===== src/rtl/tdma_pkg.sv =====
package tdma_pkg;
    localparam int NCH    = 2;
    localparam int BASE_W = 6;
    localparam int PTR_W  = BASE_W + 2;

    typedef enum logic {CH_CAPT = 1'b0, CH_CMP = 1'b1} chan_e;

    typedef struct packed {
        logic [PTR_W-1:0] cnt;
        logic [PTR_W-1:0] addr;
    } ptr_pair_t;

    // split layout: per-channel pointers, bit 1 selects the channel
    function automatic ptr_pair_t split_ptrs(input logic [BASE_W-1:0] cb,
                                             input logic [BASE_W-1:0] ab,
                                             input chan_e ch);
        ptr_pair_t p;
        p.cnt  = {cb, ch, 1'b0};
        p.addr = {ab, ch, 1'b0};
        return p;
    endfunction

    // register-to-register layout: one adjacent pair from the counter base
    function automatic ptr_pair_t joint_ptrs(input logic [BASE_W-1:0] cb);
        ptr_pair_t p;
        p.cnt  = {cb, 2'b00};
        p.addr = {cb, 2'b10};
        return p;
    endfunction
endpackage


===== src/rtl/tdma_chan_ctr.sv =====
module tdma_chan_ctr #(
    parameter int CNT_W = 16
) (
    input  logic             clk,
    input  logic             rst,
    input  logic             ld_i,
    input  logic [CNT_W-1:0] ld_val_i,
    input  logic             dec_i,
    output logic             armed_o,
    output logic             eob_o
);
    logic [CNT_W-1:0] count_q;
    logic             eob_q;

    always_ff @(posedge clk) begin
        if (rst) begin
            count_q <= '0;
            eob_q   <= 1'b0;
        end else begin
            eob_q <= dec_i && (count_q == CNT_W'(1));
            if (ld_i)
                count_q <= ld_val_i;
            else if (dec_i && count_q != '0)
                count_q <= count_q - CNT_W'(1);
        end
    end

    assign armed_o = (count_q != '0);
    assign eob_o   = eob_q;

    AST_DEC_ARMED: assert property (@(posedge clk) disable iff (rst)
        dec_i |-> armed_o);
    AST_EOB_FROM_DONE: assert property (@(posedge clk) disable iff (rst)
        eob_o |-> $past(dec_i));
    AST_EOB_SINGLE: assert property (@(posedge clk) disable iff (rst)
        (eob_o && !$past(ld_i)) |-> !armed_o);
endmodule


===== src/rtl/tdma_arbiter.sv =====
module tdma_arbiter
    import tdma_pkg::*;
(
    input  logic           clk,
    input  logic           rst,
    input  logic [NCH-1:0] evt_req_i,
    input  logic [NCH-1:0] req_en_i,
    input  logic [NCH-1:0] armed_i,
    input  logic           done_i,
    output logic [NCH-1:0] gnt_o,
    output logic [NCH-1:0] dec_o
);
    logic [NCH-1:0] pend_q, gnt_q, qual, set, clr, win;
    logic           busy_q;

    assign set  = evt_req_i & req_en_i & armed_i;
    assign qual = pend_q & req_en_i & armed_i;
    // fixed priority: capture (index 0) above compare
    assign win  = qual[CH_CAPT] ? NCH'(1) << CH_CAPT :
                  qual[CH_CMP]  ? NCH'(1) << CH_CMP  : '0;
    assign clr  = busy_q ? '0 : win;

    always_ff @(posedge clk) begin
        if (rst) begin
            pend_q <= '0;
            gnt_q  <= '0;
            busy_q <= 1'b0;
        end else begin
            pend_q <= ((pend_q & ~clr) | set) & armed_i;
            if (!busy_q) begin
                if (win != '0) begin
                    busy_q <= 1'b1;
                    gnt_q  <= win;
                end
            end else if (done_i) begin
                busy_q <= 1'b0;
                gnt_q  <= '0;
            end
        end
    end

    assign gnt_o = gnt_q;
    assign dec_o = gnt_q & {NCH{done_i}};

    AST_GNT_ONEHOT: assert property (@(posedge clk) disable iff (rst)
        $onehot0(gnt_o));
    AST_CAPT_FIRST: assert property (@(posedge clk) disable iff (rst)
        (!busy_q && qual == 2'b11) |=> gnt_o == 2'b01);
    AST_GNT_HELD: assert property (@(posedge clk) disable iff (rst)
        (busy_q && !done_i) |=> $stable(gnt_o));
    AST_DONE_DROPS: assert property (@(posedge clk) disable iff (rst)
        (busy_q && done_i) |=> gnt_o == '0);
endmodule


===== src/rtl/tdma_ptr_gen.sv =====
module tdma_ptr_gen
    import tdma_pkg::*;
(
    input  logic [NCH-1:0]    gnt_i,
    input  logic              reg_mode_i,
    input  logic [BASE_W-1:0] cnt_base_i,
    input  logic [BASE_W-1:0] addr_base_i,
    output logic [PTR_W-1:0]  cnt_ptr_o,
    output logic [PTR_W-1:0]  addr_ptr_o
);
    ptr_pair_t p;
    chan_e     ch;

    always_comb begin
        ch = gnt_i[CH_CMP] ? CH_CMP : CH_CAPT;
        if (gnt_i == '0)
            p = '0;
        else if (reg_mode_i)
            p = joint_ptrs(cnt_base_i);
        else
            p = split_ptrs(cnt_base_i, addr_base_i, ch);
    end

    assign cnt_ptr_o  = p.cnt;
    assign addr_ptr_o = p.addr;
endmodule


===== src/rtl/tdma_ptr_arb.sv =====
module tdma_ptr_arb
    import tdma_pkg::*;
#(
    parameter int CNT_W = 16
) (
    input  logic              clk,
    input  logic              rst,
    input  logic [NCH-1:0]    evt_req,
    input  logic [NCH-1:0]    req_en,
    input  logic [NCH-1:0]    eob_ie,
    input  logic              ld_valid,
    input  logic              ld_chan,
    input  logic [CNT_W-1:0]  ld_count,
    input  logic [BASE_W-1:0] cnt_base,
    input  logic [BASE_W-1:0] addr_base,
    input  logic              reg_mode,
    input  logic              xfer_done,
    output logic [NCH-1:0]    gnt,
    output logic [PTR_W-1:0]  cnt_ptr,
    output logic [PTR_W-1:0]  addr_ptr,
    output logic [NCH-1:0]    eob,
    output logic [NCH-1:0]    eob_irq
);
    logic [NCH-1:0] armed, dec;

    for (genvar c = 0; c < NCH; c++) begin : g_ch
        tdma_chan_ctr #(.CNT_W(CNT_W)) i_ctr (
            .clk      (clk),
            .rst      (rst),
            .ld_i     (ld_valid && (ld_chan == 1'(c))),
            .ld_val_i (ld_count),
            .dec_i    (dec[c]),
            .armed_o  (armed[c]),
            .eob_o    (eob[c])
        );
    end

    tdma_arbiter i_arb (
        .clk       (clk),
        .rst       (rst),
        .evt_req_i (evt_req),
        .req_en_i  (req_en),
        .armed_i   (armed),
        .done_i    (xfer_done),
        .gnt_o     (gnt),
        .dec_o     (dec)
    );

    tdma_ptr_gen i_ptr (
        .gnt_i       (gnt),
        .reg_mode_i  (reg_mode),
        .cnt_base_i  (cnt_base),
        .addr_base_i (addr_base),
        .cnt_ptr_o   (cnt_ptr),
        .addr_ptr_o  (addr_ptr)
    );

    assign eob_irq = eob & eob_ie;

    AST_SPLIT_SELECT: assert property (@(posedge clk) disable iff (rst)
        (gnt != '0 && !reg_mode) |->
            (cnt_ptr[1] == gnt[CH_CMP] && addr_ptr[1] == gnt[CH_CMP]));
    AST_JOINT_PAIR: assert property (@(posedge clk) disable iff (rst)
        (gnt != '0 && reg_mode) |-> addr_ptr == cnt_ptr + PTR_W'(2));
    AST_HIGH_EVEN: assert property (@(posedge clk) disable iff (rst)
        !cnt_ptr[0] && !addr_ptr[0]);
    AST_IDLE_PTRS: assert property (@(posedge clk) disable iff (rst)
        gnt == '0 |-> (cnt_ptr == '0 && addr_ptr == '0));
endmodule


===== config.mk =====
export PLATFORM = sky130hd
export DESIGN_NAME = tdma_ptr_arb
export DESIGN_NICKNAME = d
export VERILOG_FILES = /design/src/rtl/tdma_pkg.sv /design/src/rtl/tdma_chan_ctr.sv /design/src/rtl/tdma_arbiter.sv /design/src/rtl/tdma_ptr_gen.sv /design/src/rtl/tdma_ptr_arb.sv
export SDC_FILE = /design/constraint.sdc
export NUM_CORES = 1
export LEC_CHECK = 0
export ABC_AREA = 0
export BUFFER_PORTS_ARGS = -buffer_cell sky130_fd_sc_hd__buf_2
export CORE_MARGIN = 2
export CORE_UTILIZATION = 48
export CTS_BUF_LIST = sky130_fd_sc_hd__clkbuf_8 sky130_fd_sc_hd__clkbuf_16
export CTS_CLUSTER_SIZE = 16
export DETAILED_ROUTE_END_ITERATION = 6
export PLACE_DENSITY = 0.76
export SETUP_SLACK_MARGIN = 0.1
export SLEW_MARGIN = 30
export SYNTH_ARGS = -nofsm -noshare
export SYNTH_HDL_FRONTEND = slang
export SYNTH_SLANG_ARGS = --single-unit

===== constraint.sdc =====
create_clock -name clk -period 2.2 [get_ports clk]
set_input_delay 0.44 -clock clk [delete_from_list [all_inputs] [get_ports clk]]
set_output_delay 0.44 -clock clk [all_outputs]
set_load 0.1 [all_outputs]

==> out/metrics.json <==
{
  "multi_input_comb_area_um2": 1700,
  "synth-async-reset-ratio_pct": 0,
  "pleak_uw": 0.00126,
  "grt_start_max_net_pins": 32,
  "layoutNonFillerInstCount": 427,
  "clkSinkCount": 39,
  "start_kind": "flop",
  "timing.final.max_slew_violations": 0,
  "rows": 25,
  "synth.ff_latch_count": 39,
  "grt_use_total_pct": 23.0,
  "totalNegativeSetupSlack_ns": 0,
  "hold_path_class": "in2reg",
  "final_nets": 404,
  "final_worst_path_cycle_share_pct": 92.4,
  "rsz0062_at_grt": "true",
  "route.final.wire_length_mm": 6.49,
  "post_drt_via_cell_ratio": 5.70,
  "yosysWarningCount": 0,
  "maxCapViolations": 0,
  "core_area_um2": 4820,
  "placement.io_buffers": 59,
  "postSynth.topFlopCell": "sky130_fd_sc_hd__dfxtp_1",
  "critical-path-slowest-cell": "sky130_fd_sc_hd__or4_4",
  "cts_buffer_depth": 2,
  "detailed_place_hpwl_mm": 4.48,
  "drt_pre_antenna_iters": 4,
  "syn-mean-instance-area_um2": 8.31,
  "floorplan.die_area_um2": 5660,
  "critPathKind": "reg2reg",
  "final-seq-area_um2": 787,
  "vias": 2434,
  "die_height_um": 75.2,
  "p_r_area_growth_vs_syn_pct": 29.3,
  "drcViolationCount": 0,
  "boundaryPins": 62,
  "grt_remaining_overflow": 0,
  "worst_r2r_path_depth": 5,
  "crit_path_cells": "or4_4 > and2b_2 > nand4_1 > or3_1 > a311oi_2",
  "syn_inst": 293,
  "finalSetupViolations": 0,
  "critPathMaxStageDelay_ns": 0.56,
  "timing.final.hold_violations": 0,
  "root_buffer": "sky130_fd_sc_hd__clkbuf_8",
  "numCtsBuffers": 5,
  "data_required_time_of_the_worst_path_ns": 2.41,
  "clock_latency_ns": 0.30,
  "worst-slew-pin-transition_ns": 0.600,
  "place.detailed.instances": 409,
  "grt_first_pass_wirelength_mm": 9.88,
  "max-vdd-ir-drop_uv": 363,
  "fillers": 423,
  "detail-route-antenna-nets": 0,
  "dieWidth_um": 75.2,
  "synth-edff-count": 0,
  "crit_fanout": 5,
  "detailedRoute.firstIterationViolations": 95,
  "final.setup_skew_ns": 0.00570,
  "mappedNetlistArea_um2": 2440,
  "yosysUniqueCellTypes": 55,
  "critPathCaptureType": "flop",
  "drive_gt1_share_pct": 37.5,
  "h-tree-depth": 2,
  "antenna_found_initial": 0,
  "initial_core_util_pct": 50.6,
  "number_of_global_route_vias_before_repair": 2144,
  "power_per_cell_area_nw_per_um2": 638,
  "maximum_clock_rate_mhz": 492,
  "period_needed_ns": 2.03,
  "cts_tree": "built",
  "wl_per_cell_um": 15.2,
  "replace_congestion": 0.796,
  "diodes": 0,
  "clkTransAtPathRegs_ns": 0.08,
  "timing.max_slew.rel_slack_pct": 59.0,
  "hold_depth": 2,
  "outcome": "completed",
  "critPathArrivalTime_ns": 2.24,
  "synth-seq-area-share_pct": 32.0
}
==> cell families after synthesis <==
family                     Yosys count  synth area share, %
muxes                                9                 3.70
DFF                                 39                 32.0
and+or+nand+nor                    123                 27.7
buffers and inverters               29                 5.75
xor gates and xnor gates            19                 6.83
other                                1                0.154
AOI/OAI and AO/OA                   68                 21.3
adders and majority gates            5                 2.57
==> worst max-delay path, delay by kind of cell (launching register included) <==
family           cells  cell delay (ns)
AO/OA/AOI/OAI        1             0.23
flip-flops           1             0.32
AND/OR/NAND/NOR      4             1.40
==> what timing repair did <==
item | 4_1_cts | 5_1_grt
resized for setup | 8 | 17
hold buffers | 0 | 0
endpoints found under the setup margin | 9 | 22
pin swaps | 5 | 18
gates cloned | 1 | 1
setup buffers | 3 | 5
==> synthesized netlist by cell type, types with 2 or more instances <==
master | instances | area [um^2]
sky130_fd_sc_hd__a2111oi_0 | 2 | 17.5
sky130_fd_sc_hd__a211oi_1 | 29 | 218
sky130_fd_sc_hd__a21oi_1 | 7 | 35.0
sky130_fd_sc_hd__a311oi_1 | 4 | 35.0
sky130_fd_sc_hd__a31oi_1 | 2 | 12.5
sky130_fd_sc_hd__and2_1 | 4 | 25.0
sky130_fd_sc_hd__buf_4 | 6 | 45.0
sky130_fd_sc_hd__clkbuf_1 | 15 | 56.3
sky130_fd_sc_hd__dfxtp_1 | 39 | 781
sky130_fd_sc_hd__ha_1 | 5 | 62.6
sky130_fd_sc_hd__inv_1 | 6 | 22.5
sky130_fd_sc_hd__mux2i_1 | 9 | 90.1
sky130_fd_sc_hd__nand2_1 | 12 | 45.0
sky130_fd_sc_hd__nand2b_1 | 4 | 25.0
sky130_fd_sc_hd__nand3_1 | 7 | 35.0
sky130_fd_sc_hd__nand4_1 | 3 | 18.8
sky130_fd_sc_hd__nor2_1 | 45 | 169
sky130_fd_sc_hd__nor2b_1 | 8 | 50.1
sky130_fd_sc_hd__nor3_1 | 11 | 55.1
sky130_fd_sc_hd__nor4_1 | 3 | 18.8
sky130_fd_sc_hd__nor4_2 | 2 | 25.0
sky130_fd_sc_hd__o21ai_0 | 6 | 30.0
sky130_fd_sc_hd__o221ai_1 | 2 | 17.5
sky130_fd_sc_hd__o31ai_1 | 4 | 30.0
sky130_fd_sc_hd__or2_2 | 3 | 18.8
sky130_fd_sc_hd__or3_1 | 7 | 43.8
sky130_fd_sc_hd__or4_1 | 3 | 22.5
sky130_fd_sc_hd__xnor2_1 | 17 | 149
sky130_fd_sc_hd__xor2_1 | 2 | 17.5
==> stage by stage <==
step                      instance area [um^2]  total power, uW  utilization [%]  worst slack, ns  hold slack, ns
after detailed placement                  2880             1410             59.8           0.0325           0.499
after CTS                                 3030             1970             62.9            0.103           0.413
after floorplan                           2530             1270                -            0.120           0.462
after global routing                      3150             2100             65.4           0.0645           0.441
final                                     3150             2010             65.4            0.167           0.421
after global placement                    2880             1400             59.8            0.142           0.482
==> path summary, 6_finish.rpt <==
kind / start / endpoint / slack [ns]
worst max-delay path: g_ch[1].i_ctr.count_q[2]$_SDFFE_PP0P_ / g_ch[1].i_ctr.count_q[14]$_SDFFE_PP0P_ / 0.17
worst min-delay path: ld_count[9] / g_ch[0].i_ctr.count_q[9]$_SDFFE_PP0P_ / 0.42
worst max register to register: g_ch[1].i_ctr.count_q[2]$_SDFFE_PP0P_ / g_ch[1].i_ctr.count_q[14]$_SDFFE_PP0P_ / 0.17
worst min register to register: i_arb.pend_q[1]$_SDFF_PP0_ / i_arb.pend_q[1]$_SDFF_PP0_ / 0.51
==> report_power, final <==
| group | switching (uW) | internal, uW | total (uW) |
|---|---|---|---|
| Sequential | 50.2 | 754 | 805 |
| Clock | 256 | 282 | 538 |
| Combinational | 429 | 238 | 666 |
| Total | 735 | 1270 | 2010 |
==> placed cells by master (no fill, tap or decap), types with 4 or more instances in the layout <==
master	n
sky130_fd_sc_hd__or3_1	7
sky130_fd_sc_hd__nand2_1	12
sky130_fd_sc_hd__clkbuf_8	7
sky130_fd_sc_hd__nand3_1	6
sky130_fd_sc_hd__dfxtp_1	36
sky130_fd_sc_hd__nor2_1	38
sky130_fd_sc_hd__o31ai_1	4
sky130_fd_sc_hd__xnor2_1	17
sky130_fd_sc_hd__nor2b_4	4
sky130_fd_sc_hd__a21oi_1	4
sky130_fd_sc_hd__o21ai_0	4
sky130_fd_sc_hd__buf_4	20
sky130_fd_sc_hd__buf_2	59
sky130_fd_sc_hd__nor3_1	10
sky130_fd_sc_hd__ha_1	4
sky130_fd_sc_hd__mux2i_1	9
sky130_fd_sc_hd__inv_1	5
sky130_fd_sc_hd__nand2b_1	4
sky130_fd_sc_hd__nor2_4	6
sky130_fd_sc_hd__a211oi_1	26
==> sequential cells by signal (all words and copies together) (netlist names) <==
signal	count
i_arb.busy_q	1
i_arb.pend_q	2
g_ch.i_ctr.count_q	32
i_arb.gnt_o	2
g_ch.i_ctr.eob_o	2
==> cell type report <==
class | count | area share, %
Clock buffer | 7 | 3.06
Clock inverter | 1 | 0.119
Inverter | 6 | 0.715
Multi-Input combinational cell | 227 | 54.0
Sequential cell | 39 | 25.0
Tap cell | 67 | 2.66
Timing Repair Buffer | 80 | 14.5
==> per-layer routing <==
metal	global-route usage, %	vias to the layer above	share of wire (%)
met2	36.3	104	47
met5	0	-	0
li1	-	1194	-
met3	4.69	10	6.7
met1	31.5	1126	44
met4	7.99	0	2.2
No activity file was read; power rests on OpenSTA's default activity.
